--- src/rtl/bes_pkg.sv ---
// bes_pkg: register addresses, bit positions and the sequencer state type
// shared by the erase sequencer modules. Assumes a 3-bit register address.
package bes_pkg;
    localparam logic [2:0] A_CTRL    = 3'd0;
    localparam logic [2:0] A_LOCK_LM = 3'd1;
    localparam logic [2:0] A_LOCK_HI = 3'd2;
    localparam logic [2:0] A_SEL_LM  = 3'd3;
    localparam logic [2:0] A_SEL_HI  = 3'd4;

    localparam int B_MODE   = 0;
    localparam int B_GO     = 1;
    localparam int B_SHADOW = 2;
    localparam int B_BUSY   = 8;
    localparam int B_DONE   = 9;
    localparam int B_PASS   = 10;
    localparam int B_IDX    = 16;
    localparam int B_SHLOCK = 31;

    typedef enum logic {SQ_IDLE, SQ_ERASE} sq_t;
endpackage

--- src/rtl/bes_regs.sv ---
// bes_regs: software-visible control, lock and select registers.
// Assumes N_LM <= 31 and N_HI <= 32. All writes are refused while busy.
// Select writes also need erase mode to be set beforehand.
module bes_regs
    import bes_pkg::*;
#(
    parameter int N_LM = 4,
    parameter int N_HI = 4,
    localparam int NBLK = N_LM + N_HI
) (
    input  logic            clk,
    input  logic            rst_n,
    input  logic            wr_en,
    input  logic [2:0]      wr_addr,
    input  logic [31:0]     wr_data,
    input  logic            busy,
    output logic            mode,
    output logic            shadow,
    output logic            go,
    output logic [NBLK:0]   lock_vec,
    output logic [NBLK-1:0] sel_vec
);
    logic [N_LM-1:0] lock_lm_q, sel_lm_q;
    logic [N_HI-1:0] lock_hi_q, sel_hi_q;
    logic            sh_lock_q;
    logic            wr_ok;
    logic            unused_wdata;

    // Writes only land while the sequencer is idle.
    assign wr_ok        = wr_en && !busy;
    assign unused_wdata = ^wr_data;

    // Register update for control, lock and select words.
    always_ff @(posedge clk) begin
        if (!rst_n) begin
            mode      <= 1'b0;
            shadow    <= 1'b0;
            lock_lm_q <= '0;
            lock_hi_q <= '0;
            sh_lock_q <= 1'b0;
            sel_lm_q  <= '0;
            sel_hi_q  <= '0;
        end else if (wr_ok) begin
            case (wr_addr)
                A_CTRL: begin
                    mode   <= wr_data[B_MODE];
                    shadow <= wr_data[B_SHADOW];
                end
                A_LOCK_LM: begin
                    lock_lm_q <= wr_data[N_LM-1:0];
                    sh_lock_q <= wr_data[B_SHLOCK];
                end
                A_LOCK_HI: lock_hi_q <= wr_data[N_HI-1:0];
                A_SEL_LM:  if (mode) sel_lm_q <= wr_data[N_LM-1:0];
                A_SEL_HI:  if (mode) sel_hi_q <= wr_data[N_HI-1:0];
                default: ;
            endcase
        end
    end

    // Start pulse: control write with the go and mode bits both set.
    assign go       = wr_ok && (wr_addr == A_CTRL) && wr_data[B_GO] && wr_data[B_MODE];
    assign lock_vec = {sh_lock_q, lock_hi_q, lock_lm_q};
    assign sel_vec  = {sel_hi_q, sel_lm_q};
endmodule

--- src/rtl/bes_pick.sv ---
// bes_pick: finds the lowest set bit of a vector. It is combinational.
// Assumes IW is wide enough to hold W-1. idx reads 0 when the vector is empty.
module bes_pick #(
    parameter int W  = 9,
    parameter int IW = 4
) (
    input  logic [W-1:0]  vec,
    output logic [IW-1:0] idx,
    output logic          any
);
    // Scan from the top down so that the lowest set bit is the last one written.
    always_comb begin
        idx = '0;
        for (int i = W - 1; i >= 0; i--) begin
            if (vec[i]) idx = IW'(i);
        end
    end

    // Flag whether anything is pending.
    assign any = |vec;
endmodule

--- src/rtl/bes_seq.sv ---
// bes_seq: erase sequencer. On go it latches the targeted unlocked blocks
// and erases them lowest first, each taking EC cycles. It then raises done.
// Assumes go is only raised while idle, which the register block ensures.
module bes_seq
    import bes_pkg::*;
#(
    parameter int NBT = 9,
    parameter int IW  = 4,
    parameter int EC  = 4,
    localparam int CW = (EC > 1) ? $clog2(EC) : 1
) (
    input  logic           clk,
    input  logic           rst_n,
    input  logic           go,
    input  logic [NBT-1:0] target,
    input  logic [NBT-1:0] lock_vec,
    output logic           busy,
    output logic           done,
    output logic           pass,
    output logic           stb,
    output logic [IW-1:0]  idx
);
    sq_t            st_q;
    logic [NBT-1:0] pend_q, elig, rest;
    logic [CW-1:0]  cnt_q;
    logic           last_cnt;
    logic           any_pend;

    bes_pick #(.W(NBT), .IW(IW)) u_pick (.vec(pend_q), .idx(idx), .any(any_pend));

    // Work out the eligible set, the last-cycle condition and the remaining set.
    assign elig     = target & ~lock_vec;
    assign last_cnt = (cnt_q == CW'(EC - 1));
    assign stb      = (st_q == SQ_ERASE) && last_cnt && any_pend;
    assign rest     = pend_q & ~(NBT'(1) << idx);
    assign busy     = (st_q == SQ_ERASE);

    // State, pending set, cycle counter and result flags.
    always_ff @(posedge clk) begin
        if (!rst_n) begin
            st_q   <= SQ_IDLE;
            pend_q <= '0;
            cnt_q  <= '0;
            done   <= 1'b0;
            pass   <= 1'b0;
        end else if (st_q == SQ_IDLE) begin
            if (go) begin
                pend_q <= elig;
                cnt_q  <= '0;
                pass   <= ~|(target & lock_vec);
                done   <= ~|elig;
                st_q   <= (|elig) ? SQ_ERASE : SQ_IDLE;
            end
        end else begin
            if (last_cnt) begin
                pend_q <= rest;
                cnt_q  <= '0;
                if (~|rest) begin
                    st_q <= SQ_IDLE;
                    done <= 1'b1;
                end
            end else begin
                cnt_q <= cnt_q + 1'b1;
            end
        end
    end
endmodule

--- src/rtl/bes_array.sv ---
// bes_array: register stand-in for the flash cells. There are NBT blocks of
// WORDS words, each DW bits wide. Reset and erase set a whole block to ones.
// A program ANDs the data into one word. Assumes WORDS is a power of two.
module bes_array #(
    parameter int NBT   = 9,
    parameter int IW    = 4,
    parameter int WORDS = 4,
    parameter int WA    = 2,
    parameter int DW    = 8
) (
    input  logic          clk,
    input  logic          rst_n,
    input  logic          prog_ok,
    input  logic [IW-1:0] prog_blk,
    input  logic [WA-1:0] prog_word,
    input  logic [DW-1:0] prog_data,
    input  logic          ers_stb,
    input  logic [IW-1:0] ers_idx,
    input  logic [IW-1:0] rd_blk,
    input  logic [WA-1:0] rd_word,
    output logic [DW-1:0] rd_data
);
    logic [NBT-1:0][WORDS*DW-1:0] flat;
    logic [WORDS-1:0][DW-1:0]     rd_sel;

    for (genvar b = 0; b < NBT; b++) begin : g_blk
        logic [WORDS-1:0][DW-1:0] cell_q;
        logic                     hit_e, hit_p;

        assign hit_e = ers_stb && (ers_idx == IW'(b));
        assign hit_p = prog_ok && (prog_blk == IW'(b));

        // Cell update for one block: erase wins over program.
        always_ff @(posedge clk) begin
            if (!rst_n)     cell_q <= '1;
            else if (hit_e) cell_q <= '1;
            else if (hit_p) cell_q[prog_word] <= cell_q[prog_word] & prog_data;
        end

        assign flat[b] = cell_q;
    end

    // Read mux. A block number out of range returns zero.
    always_comb begin
        rd_sel  = ({1'b0, rd_blk} < (IW + 1)'(NBT)) ? flat[rd_blk] : '0;
        rd_data = rd_sel[rd_word];
    end
endmodule

--- src/rtl/blk_erase_seq.sv ---
// blk_erase_seq: top of the multi-block erase sequencer. It joins the
// register file, the sequencer and the cell array, and drives the read-back mux.
// Assumes N_LOW+N_MID <= 31, N_HIGH <= 32 and WORDS a power of two.
module blk_erase_seq
    import bes_pkg::*;
#(
    parameter int N_LOW     = 2,
    parameter int N_MID     = 2,
    parameter int N_HIGH    = 4,
    parameter int WORDS     = 4,
    parameter int DW        = 8,
    parameter int ERASE_CYC = 4,
    localparam int N_LM     = N_LOW + N_MID,
    localparam int NBLK     = N_LM + N_HIGH,
    localparam int NBT      = NBLK + 1,
    localparam int IW       = $clog2(NBT),
    localparam int WA       = (WORDS > 1) ? $clog2(WORDS) : 1
) (
    input  logic          clk,
    input  logic          rst_n,
    input  logic          reg_wr_en,
    input  logic [2:0]    reg_waddr,
    input  logic [31:0]   reg_wdata,
    input  logic [2:0]    reg_raddr,
    output logic [31:0]   reg_rdata,
    input  logic          prog_en,
    input  logic [IW-1:0] prog_blk,
    input  logic [WA-1:0] prog_word,
    input  logic [DW-1:0] prog_data,
    input  logic [IW-1:0] arr_blk,
    input  logic [WA-1:0] arr_word,
    output logic [DW-1:0] arr_rdata
);
    logic            mode_w, shadow_w, go_w;
    logic [NBLK:0]   lock_w;
    logic [NBLK-1:0] sel_w;
    logic [NBT-1:0]  tgt_w;
    logic            busy_w, done_w, pass_w, stb_w;
    logic [IW-1:0]   idx_w;
    logic            prog_ok;

    bes_regs #(.N_LM(N_LM), .N_HI(N_HIGH)) u_regs (
        .clk(clk), .rst_n(rst_n), .wr_en(reg_wr_en), .wr_addr(reg_waddr),
        .wr_data(reg_wdata), .busy(busy_w), .mode(mode_w), .shadow(shadow_w),
        .go(go_w), .lock_vec(lock_w), .sel_vec(sel_w)
    );

    // Shadow mode targets only the shadow block and ignores the select bitmaps.
    assign tgt_w = shadow_w ? {1'b1, {NBLK{1'b0}}} : {1'b0, sel_w};

    bes_seq #(.NBT(NBT), .IW(IW), .EC(ERASE_CYC)) u_seq (
        .clk(clk), .rst_n(rst_n), .go(go_w), .target(tgt_w), .lock_vec(lock_w),
        .busy(busy_w), .done(done_w), .pass(pass_w), .stb(stb_w), .idx(idx_w)
    );

    // Program gate: the block must be in range, unlocked, and no erase running.
    assign prog_ok = prog_en && !busy_w &&
                     ({1'b0, prog_blk} < (IW + 1)'(NBT)) && !lock_w[prog_blk];

    bes_array #(.NBT(NBT), .IW(IW), .WORDS(WORDS), .WA(WA), .DW(DW)) u_arr (
        .clk(clk), .rst_n(rst_n), .prog_ok(prog_ok), .prog_blk(prog_blk),
        .prog_word(prog_word), .prog_data(prog_data), .ers_stb(stb_w),
        .ers_idx(idx_w), .rd_blk(arr_blk), .rd_word(arr_word), .rd_data(arr_rdata)
    );

    // Register read-back mux.
    always_comb begin
        reg_rdata = '0;
        case (reg_raddr)
            A_CTRL: begin
                reg_rdata[B_MODE]      = mode_w;
                reg_rdata[B_SHADOW]    = shadow_w;
                reg_rdata[B_BUSY]      = busy_w;
                reg_rdata[B_DONE]      = done_w;
                reg_rdata[B_PASS]      = pass_w;
                reg_rdata[B_IDX +: IW] = busy_w ? idx_w : '0;
            end
            A_LOCK_LM: begin
                reg_rdata[N_LM-1:0]  = lock_w[N_LM-1:0];
                reg_rdata[B_SHLOCK]  = lock_w[NBLK];
            end
            A_LOCK_HI: reg_rdata[N_HIGH-1:0] = lock_w[NBLK-1:N_LM];
            A_SEL_LM:  reg_rdata[N_LM-1:0]   = sel_w[N_LM-1:0];
            A_SEL_HI:  reg_rdata[N_HIGH-1:0] = sel_w[NBLK-1:N_LM];
            default: ;
        endcase
    end
endmodule

--- config.mk ---
export PLATFORM = sky130hd
export DESIGN_NAME = blk_erase_seq
export DESIGN_NICKNAME = d
export VERILOG_FILES = /design/src/rtl/bes_pkg.sv /design/src/rtl/bes_regs.sv /design/src/rtl/bes_pick.sv /design/src/rtl/bes_seq.sv /design/src/rtl/bes_array.sv /design/src/rtl/blk_erase_seq.sv
export SDC_FILE = /design/constraint.sdc
export NUM_CORES = 1
export LEC_CHECK = 0
export BUFFER_PORTS_ARGS = -buffer_cell sky130_fd_sc_hd__buf_4
export CORE_ASPECT_RATIO = 1.25
export CORE_MARGIN = 1
export CORE_UTILIZATION = 50
export CTS_CLUSTER_SIZE = 24
export DETAILED_ROUTE_END_ITERATION = 12
export PLACE_DENSITY = 0.7
export SETUP_SLACK_MARGIN = 0.02
export SYNTH_ARGS = -nofsm -noshare
export SYNTH_HDL_FRONTEND = slang
export SYNTH_SLANG_ARGS = --single-unit
export TNS_END_PERCENT = 20
--- constraint.sdc ---
create_clock -name clk -period 6.3 [get_ports clk]
set_input_delay 0.315 -clock clk [delete_from_list [all_inputs] [get_ports clk]]
set_output_delay 0.315 -clock clk [all_outputs]
set_load 0.01 [all_outputs]
==> results.rst, run 1 <==
.. list-table::
   :header-rows: 1

   * - Metric
     - Value
   * - Total number of yosys warnings
     - 0
   * - Endpoint of the worst hold path
     - u_regs.sh_lock_q
   * - Post-detailed-route DRC marker count
     - 3
   * - Top Ports
     - 102
   * - CP Max Fanout
     - 38
   * - Post-Route Skew
     - 9.745 ps
   * - Distinct cell type count after synthesis
     - 70
   * - Wire length per cell
     - 23.47 um
   * - Average instance area after synthesis
     - 10.23 um2
   * - Post-synth top flop
     - sky130_fd_sc_hd__dfxtp_1
   * - First DRT Iteration DRCs
     - 1175
   * - Result of the run
     - complete, but fails checks
   * - Number of hold violations in the final report
     - 0
   * - Startpoint of the lowest-slack register-to-register path
     - u_seq.busy
   * - Number of cells on the worst reg-to-reg path
     - 5
   * - Via count of the first global-routing pass
     - 13260
   * - Post-Place Cell Area
     - 17170 um2
   * - RSZ-0062 raised after global routing
     - no
   * - Via/cell ratio
     - 6.586
   * - Most instantiated library cell after synthesis
     - sky130_fd_sc_hd__dfxtp_1
   * - Fillers
     - 2777
   * - Post-Synthesis Cells
     - 1644
   * - Number of pins exceeding their max-slew limit in the final report
     - 0
   * - CTS Root Buffer Type
     - sky130_fd_sc_hd__clkbuf_16
   * - Power per cell area
     - 252.0 nW/um2
   * - Number of antenna cells inserted
     - 0
   * - Pin count of the biggest net entering global routing
     - 73
   * - Area of the die
     - 34390 um2
   * - Number of instances resized during post-cts repair
     - 0
   * - Number of maximum-capacitance violations
     - 0
   * - Fraction of synthesized cell area in xor and xnor cells
     - 0
   * - H-tree Lvls
     - 2
   * - Min-Delay Startpoint
     - reg_wdata[31]
   * - Required time reported for the critical path endpoint
     - 5980 ps
   * - Synth-to-Final Area Change
     - 9.602%
   * - Overall fraction of global-route tracks in use
     - 0.2822
   * - Post-Synthesis Cell Area
     - 16820 um2
   * - Total setup buffers inserted after CTS
     - 0
   * - Kind of critical path
     - in2out
   * - Area share of the largest cell type after synthesis
     - 0.3820
   * - Worst setup slack for register-to-register paths
     - 3280 ps
   * - Sum of internal, switching and leakage power
     - 4646 uW
   * - Global-route wire length before repair
     - 75450 um
   * - Worst Setup Slack, final
     - 3006 ps
   * - Worst relative slew slack
     - 0.1898
   * - Vias after detailed routing
     - 13590
   * - Worst R2R End
     - u_arr.flat[280]
   * - Post-detail-place hpwl
     - 31140 um
   * - Startpoint types
     - primary input
   * - Hold path cells
     - 3
   * - Endpoint type of the worst setup path
     - output port
   * - Worst hold-check path type
     - in2reg
   * - Share of cell area taken by muxes after synthesis
     - 0.2670
   * - Number of synthesized flops with an enable pin
     - 0
   * - Remaining global-route overflow
     - 0
   * - Drt total wl
     - 48450 um
   * - Main combinational cell family by area after synthesis
     - multiplexers
   * - Detail Route Antenna Nets
     - 0
   * - Final design area excluding fillers
     - 18440 um2
   * - First-pass iteration count of the detailed router
     - 10
   * - Overall die width
     - 166.1 um
   * - Maximum clock insertion buffer count
     - 3
   * - Timing-limited maximum frequency
     - 0.3036 GHz
   * - Clock-pin slew on the worst setup and hold paths
     - 60 ps
   * - # hold bufs at CTS
     - 0
   * - Buffers on Ports
     - 54
   * - Simple logic cell fraction of the synthesized area
     - 0.1580
   * - Least-Margin Pin Slew
     - 1206 ps
   * - Total CTS buffers
     - 35
   * - Leakage power of the design
     - 0.007267 uW
   * - Ys async rst share
     - 0
   * - Clock insertion delay at the later pin of the skew report
     - 530 ps
   * - Multi-input logic area
     - 9677 um2
   * - Compound-Gate Fraction of Synth Area
     - 0.1438
   * - Yosys reg bits
     - 321
   * - Synthesized-area fraction occupied by adder cells
     - 0.0007438
   * - Biggest area contributors in the synthesized netlist
     - sky130_fd_sc_hd__dfxtp_1 38%, sky130_fd_sc_hd__mux4_2 18%, sky130_fd_sc_hd__mux2i_1 7.9%
   * - FF+latch area
     - 6426 um2
   * - Row cnt
     - 74
   * - Number of antenna violations at the first check in global routing
     - 1
   * - TritonCTS clock tree
     - done
   * - Total Nets Final
     - 1685
   * - Post-placement setup slack
     - 2913 ps
   * - Failing checks
     - design-rule violations
   * - Final number of setup-violating endpoints
     - 0
   * - Final Critical Period
     - 3294 ps
   * - Initial Util
     - 0.5118
   * - Arrival time worst endpoint
     - 2980 ps
   * - Die boundary height
     - 207.1 um
   * - Fraction of final layout cells sized beyond drive strength 1
     - 0.1865
   * - Leading area contributor after synthesis
     - sky130_fd_sc_hd__dfxtp_1
   * - Summed negative setup slack over all endpoints
     - 0 ps
   * - Portion of the post-synthesis area used by sequential elements
     - 0.3820
   * - Total core area
     - 32870 um2
   * - Final Cycle Share
     - 0.5229
   * - Gp weighted congestion
     - 0.8786
   * - TritonCTS sink count
     - 321
   * - Commonest cells in the netlist
     - 321 x sky130_fd_sc_hd__dfxtp_1, 316 x sky130_fd_sc_hd__nand2_1, 152 x sky130_fd_sc_hd__o211ai_1
   * - Worst VDD drop
     - 0.2463 mV
==> power breakdown <==
part / switching (uW) / internal (uW) / leakage [uW]
sequential: 11.3 / 2040 / 0.00260
combinational: 208 / 105 / 0.00404
clock: 847 / 1430 / 0.000622
==> final cells by class <==
| type | instances | area share |
|---|---|---|
| well taps | 418 | 0.02837 |
| clock inverters | 14 | 0.01466 |
| clock buffers | 47 | 0.05388 |
| inverters | 10 | 0.002036 |
| multi-input cells | 1186 | 0.5248 |
| repair buffers | 68 | 0.02769 |
| flip-flops and latches | 321 | 0.3485 |
==> logic make-up after synthesis <==
group                    Yosys count
other                              1
AND/OR/NAND/NOR                  552
buffers and inverters            156
flip-flops                       321
multiplexers                     274
adder cells (fa/ha/maj)            1
AO/OA/AOI/OAI                    339
==> worst max-delay path by stage <==
stage	start	to	slack, ps	cells past startpoint
2_1_floorplan	arr_blk[0]	arr_rdata[7]	3980	7
3_3_place_gp	prog_word[0]	u_arr.flat[231]	2910	6
3_5_place_dp	prog_word[0]	u_arr.flat[247]	2910	6
4_1_cts	arr_blk[0]	arr_rdata[5]	2970	7
5_1_grt	arr_blk[0]	arr_rdata[5]	2840	7
6_report	arr_blk[0]	arr_rdata[5]	3010	7
==> stage by stage <==
| step | instances | utilization | hold slack [ps] |
|---|---|---|---|
| 2_1_floorplan | 1663 | - | 447.3 |
| 3_3_place_gp | 2003 | 0.5225 | 460.5 |
| 3_5_place_dp | 2003 | 0.5225 | 468.7 |
| 4_1_cts | 2064 | 0.5609 | 29.50 |
| 5_1_grt | 2064 | 0.5609 | 55.18 |
| 6_report | 2064 | 0.5609 | 42.65 |
==> registers in the layout (all words and copies together), names as in the netlist <==
signal,count
u_regs.sh_lock_q,1
u_regs.sel_lm_q,4
u_arr.flat,288
u_seq.busy,1
u_seq.done,1
u_seq.pend_q,9
u_regs.lock_hi_q,4
u_regs.mode,1
u_regs.sel_hi_q,4
u_regs.shadow,1
u_regs.lock_lm_q,4
u_seq.pass,1
u_seq.cnt_q,2
==> cells in the final DEF (no fill, tap or decap), drive strengths merged, types with 3 or more instances in the layout <==
cell     synthesis  routed
a2111oi          4       4
a211o           33      33
a21o             3       3
a21oi           21      21
a22oi            6       6
a31oi            3       3
and2            28      28
buf             66      68
bufinv           0       8
clkbuf          71      47
clkinv           2       8
conb             1      20
dfxtp          321     321
inv              8       8
mux2             3       3
mux2i          133     133
mux4           138     138
nand2          322     322
nand2b           7       7
nand3           47      47
nand3b           4       4
nand4            3       3
nor2            81      81
nor2b           15      15
nor3             9       9
nor4             9       9
nor4b            3       3
o211ai         160     160
o21a             3       3
o21ai           51      51
o22ai           39      39
o31a             3       3
or2              4       4
or4             10      10
==> routing by layer <==
metal,up-vias,share of wire,global-route usage
li1,6105,-,-
met1,6696,0.38,0.3381
met2,627,0.49,0.4800
met3,165,0.074,0.04280
met4,0,0.055,0.1685
met5,-,0,0
==> worst max-delay path, stage by stage <==
cell and delay, ps:
sky130_fd_sc_hd__buf_4 550, sky130_fd_sc_hd__buf_4 530, sky130_fd_sc_hd__mux4_2 310, sky130_fd_sc_hd__o22ai_1 130, sky130_fd_sc_hd__or4_1 660, sky130_fd_sc_hd__o21ai_0 270, sky130_fd_sc_hd__buf_4 170
Power figures use the tool's default switching activity.
==> run 2, diff against run 1 <==
- clock period: 6.3 -> 3.1 ns (I/O delays scaled with it)
==> results.rst, run 2 (synthesized netlist as in run 1, its figures left out) <==
.. list-table::
   :header-rows: 1

   * - Metric
     - Value
   * - Result of the run
     - complete, but fails checks
   * - Failing checks
     - design-rule violations
   * - Overall fraction of global-route tracks in use
     - 0.2841 (+0.001856)
   * - Startpoint types
     - flip-flop
   * - Multi-input logic area
     - 9677 um2 (unchanged)
   * - Top Ports
     - 102 (unchanged)
   * - Total CTS buffers
     - 35 (unchanged)
   * - Final Cycle Share
     - 0.8978
   * - Fraction of final layout cells sized beyond drive strength 1
     - 0.1981 (+0.01158)
   * - Post-Route Skew
     - 13.66 ps (+3.913 ps)
   * - TritonCTS sink count
     - 321 (unchanged)
   * - Power per cell area
     - 483.0 nW/um2 (+92%)
   * - RSZ-0062 raised after global routing
     - no
   * - Total core area
     - 32870 um2 (unchanged)
   * - Via count of the first global-routing pass
     - 13440 (+1.4%)
   * - Wire length per cell
     - 23.19 um (-1.2%)
   * - Final design area excluding fillers
     - 18620 um2 (+0.98%)
   * - Gp weighted congestion
     - 0.8864 (+0.89%)
   * - Worst R2R End
     - u_arr.flat[88]
   * - First-pass iteration count of the detailed router
     - 9 (-1)
   * - Number of instances resized during post-cts repair
     - 0 (unchanged)
   * - H-tree Lvls
     - 2 (unchanged)
   * - Worst relative slew slack
     - 0.4106 (+0.2208)
   * - Number of antenna violations at the first check in global routing
     - 0 (-1)
   * - FF+latch area
     - 6426 um2 (unchanged)
   * - Final number of setup-violating endpoints
     - 0 (unchanged)
   * - Leakage power of the design
     - 0.007364 uW (+1.3%)
   * - Timing-limited maximum frequency
     - 0.3593 GHz
   * - Arrival time worst endpoint
     - 2630 ps (-350 ps)
   * - Flip-flop count of the largest register, all copies and words added
     - 288 (unchanged)
   * - Number of antenna cells inserted
     - 0 (unchanged)
   * - Maximum clock insertion buffer count
     - 3 (unchanged)
   * - Most common cell after layout, fill and taps aside
     - sky130_fd_sc_hd__dfxtp_1
   * - Top library cells by usage in the layout, fill and taps aside
     - 321 x sky130_fd_sc_hd__dfxtp_1, 316 x sky130_fd_sc_hd__nand2_1, 152 x sky130_fd_sc_hd__o211ai_1
   * - Post-Place Cell Area
     - 17450 um2 (+1.6%)
   * - Worst hold-check path type
     - in2reg
   * - Total setup buffers inserted after CTS
     - 0 (unchanged)
   * - First DRT Iteration DRCs
     - 1243 (+5.8%)
   * - Number of cells in the design after placement
     - 2035 (+1.6%)
   * - Initial Util
     - 0.5118 (unchanged)
   * - Required time reported for the critical path endpoint
     - 2940 ps (-3040 ps)
   * - Overall die width
     - 166.1 um (unchanged)
   * - Drt total wl
     - 48680 um (+0.47%)
   * - Endpoint of the worst hold path
     - u_regs.mode
   * - Number of pins exceeding their max-slew limit in the final report
     - 0 (unchanged)
   * - Via/cell ratio
     - 6.540 (-0.70%)
   * - Least-Margin Pin Slew
     - 882.1 ps (-324.1 ps)
   * - Final non-filler cell total
     - 2099 (+1.7%)
   * - Min-Delay Startpoint
     - reg_waddr[1]
   * - Post-detail-place hpwl
     - 31960 um (+2.6%)
   * - Total Nets Final
     - 1722 (+2.2%)
   * - Endpoint type of the worst setup path
     - output port
   * - Buffers on Ports
     - 54 (unchanged)
   * - Number of hold violations in the final report
     - 0 (unchanged)
   * - Sum of internal, switching and leakage power
     - 8993 uW (+94%)
   * - Area of the die
     - 34390 um2 (unchanged)
   * - Final Critical Period
     - 2783 ps
   * - CP Max Fanout
     - 3 (-92%)
   * - Die boundary height
     - 207.1 um (unchanged)
   * - Clock-pin slew on the worst setup and hold paths
     - 70 ps (about the same)
   * - Number of cells on the worst reg-to-reg path
     - 5 (unchanged)
   * - Number of maximum-capacitance violations
     - 0 (unchanged)
   * - Synth-to-Final Area Change
     - 10.67%
   * - TritonCTS clock tree
     - done
   * - Kind of critical path
     - reg2out
   * - Startpoint of the lowest-slack register-to-register path
     - u_regs.lock_lm_q[3]
   * - Global-route wire length before repair
     - 76460 um (+1.3%)
   * - Summed negative setup slack over all endpoints
     - 0 ps (unchanged)
   * - Detail Route Antenna Nets
     - 0 (unchanged)
   * - Post-detailed-route DRC marker count
     - 3 (unchanged)
   * - Vias after detailed routing
     - 13730 (+0.99%)
   * - Row cnt
     - 74 (unchanged)
   * - Hold path cells
     - 4 (+1)
   * - Worst VDD drop
     - 0.3537 mV (+44%)
   * - CTS Root Buffer Type
     - sky130_fd_sc_hd__clkbuf_16
   * - Clock insertion delay at the later pin of the skew report
     - 520 ps (about the same)
   * - Remaining global-route overflow
     - 0 (unchanged)
   * - Fillers
     - 2752 (-0.90%)
   * - Pin count of the biggest net entering global routing
     - 72 (-1.4%)
   * - Worst setup slack for register-to-register paths
     - 500 ps (-2780 ps)
-- run 2: how the worst max path moves through the flow --
stage | start | end | slack, ps | cells past startpoint
2_1_floorplan | u_regs.lock_lm_q[3] | u_arr.flat[101] | 1010 | 6
3_3_place_gp | arr_blk[1] | arr_rdata[6] | 480 | 8
3_5_place_dp | u_regs.lock_lm_q[3] | u_arr.flat[91] | 520 | 5
4_1_cts | u_arr.flat[222] | arr_rdata[6] | 340 | 6
5_1_grt | u_arr.flat[206] | arr_rdata[6] | 250 | 6
6_report | u_arr.flat[222] | arr_rdata[6] | 320 | 6
-- run 2: worst max-delay path, stage by stage, from the launching register on --
cell,delay [ps]
sky130_fd_sc_hd__dfxtp_1,330
sky130_fd_sc_hd__mux4_2,510
sky130_fd_sc_hd__mux2i_1,210
sky130_fd_sc_hd__o22ai_1,130
sky130_fd_sc_hd__a2111oi_0,610
sky130_fd_sc_hd__a21oi_1,130
sky130_fd_sc_hd__buf_4,180
-- run 2: what timing repair did --
item	4_1_cts	5_1_grt
endpoints found under the hold margin	19	0
endpoints found under the setup margin	0	0
hold buffers	5	0
-- run 2: cell type report --
type	count	share of cell area
clock inverter	8	0.005780
inverter	10	0.002016
sequential	321	0.3452
clock buffer	51	0.05417
timing repair buffer	105	0.04503
tap	418	0.02809
multi-input combinational	1186	0.5198
-- run 2: power by group --
group | internal (uW) | switching, uW
Sequential | 4150 | 22.9
Combinational | 235 | 430
Clock | 2430 | 1720
-- run 2: stage by stage --
| step | setup WS (ps) | hold WS [ps] | utilization |
|---|---|---|---|
| after CTS | 340.9 | 5.346 | 0.5664 |
| after global routing | 248.7 | 49.78 | 0.5664 |
| after global placement | 479.1 | 391.5 | 0.5309 |
| after floorplan | 1006 | 298.9 | - |
| final | 316.9 | 22.73 | 0.5664 |
| after detailed placement | 524.7 | 393.5 | 0.5309 |
-- run 2: layer usage --
layer	vias up	part of all wire	global-route usage
met5	-	0	0
met4	0	0.051	0.1615
met3	138	0.071	0.04452
met2	624	0.48	0.4732
met1	6804	0.39	0.3509
li1	6161	-	-
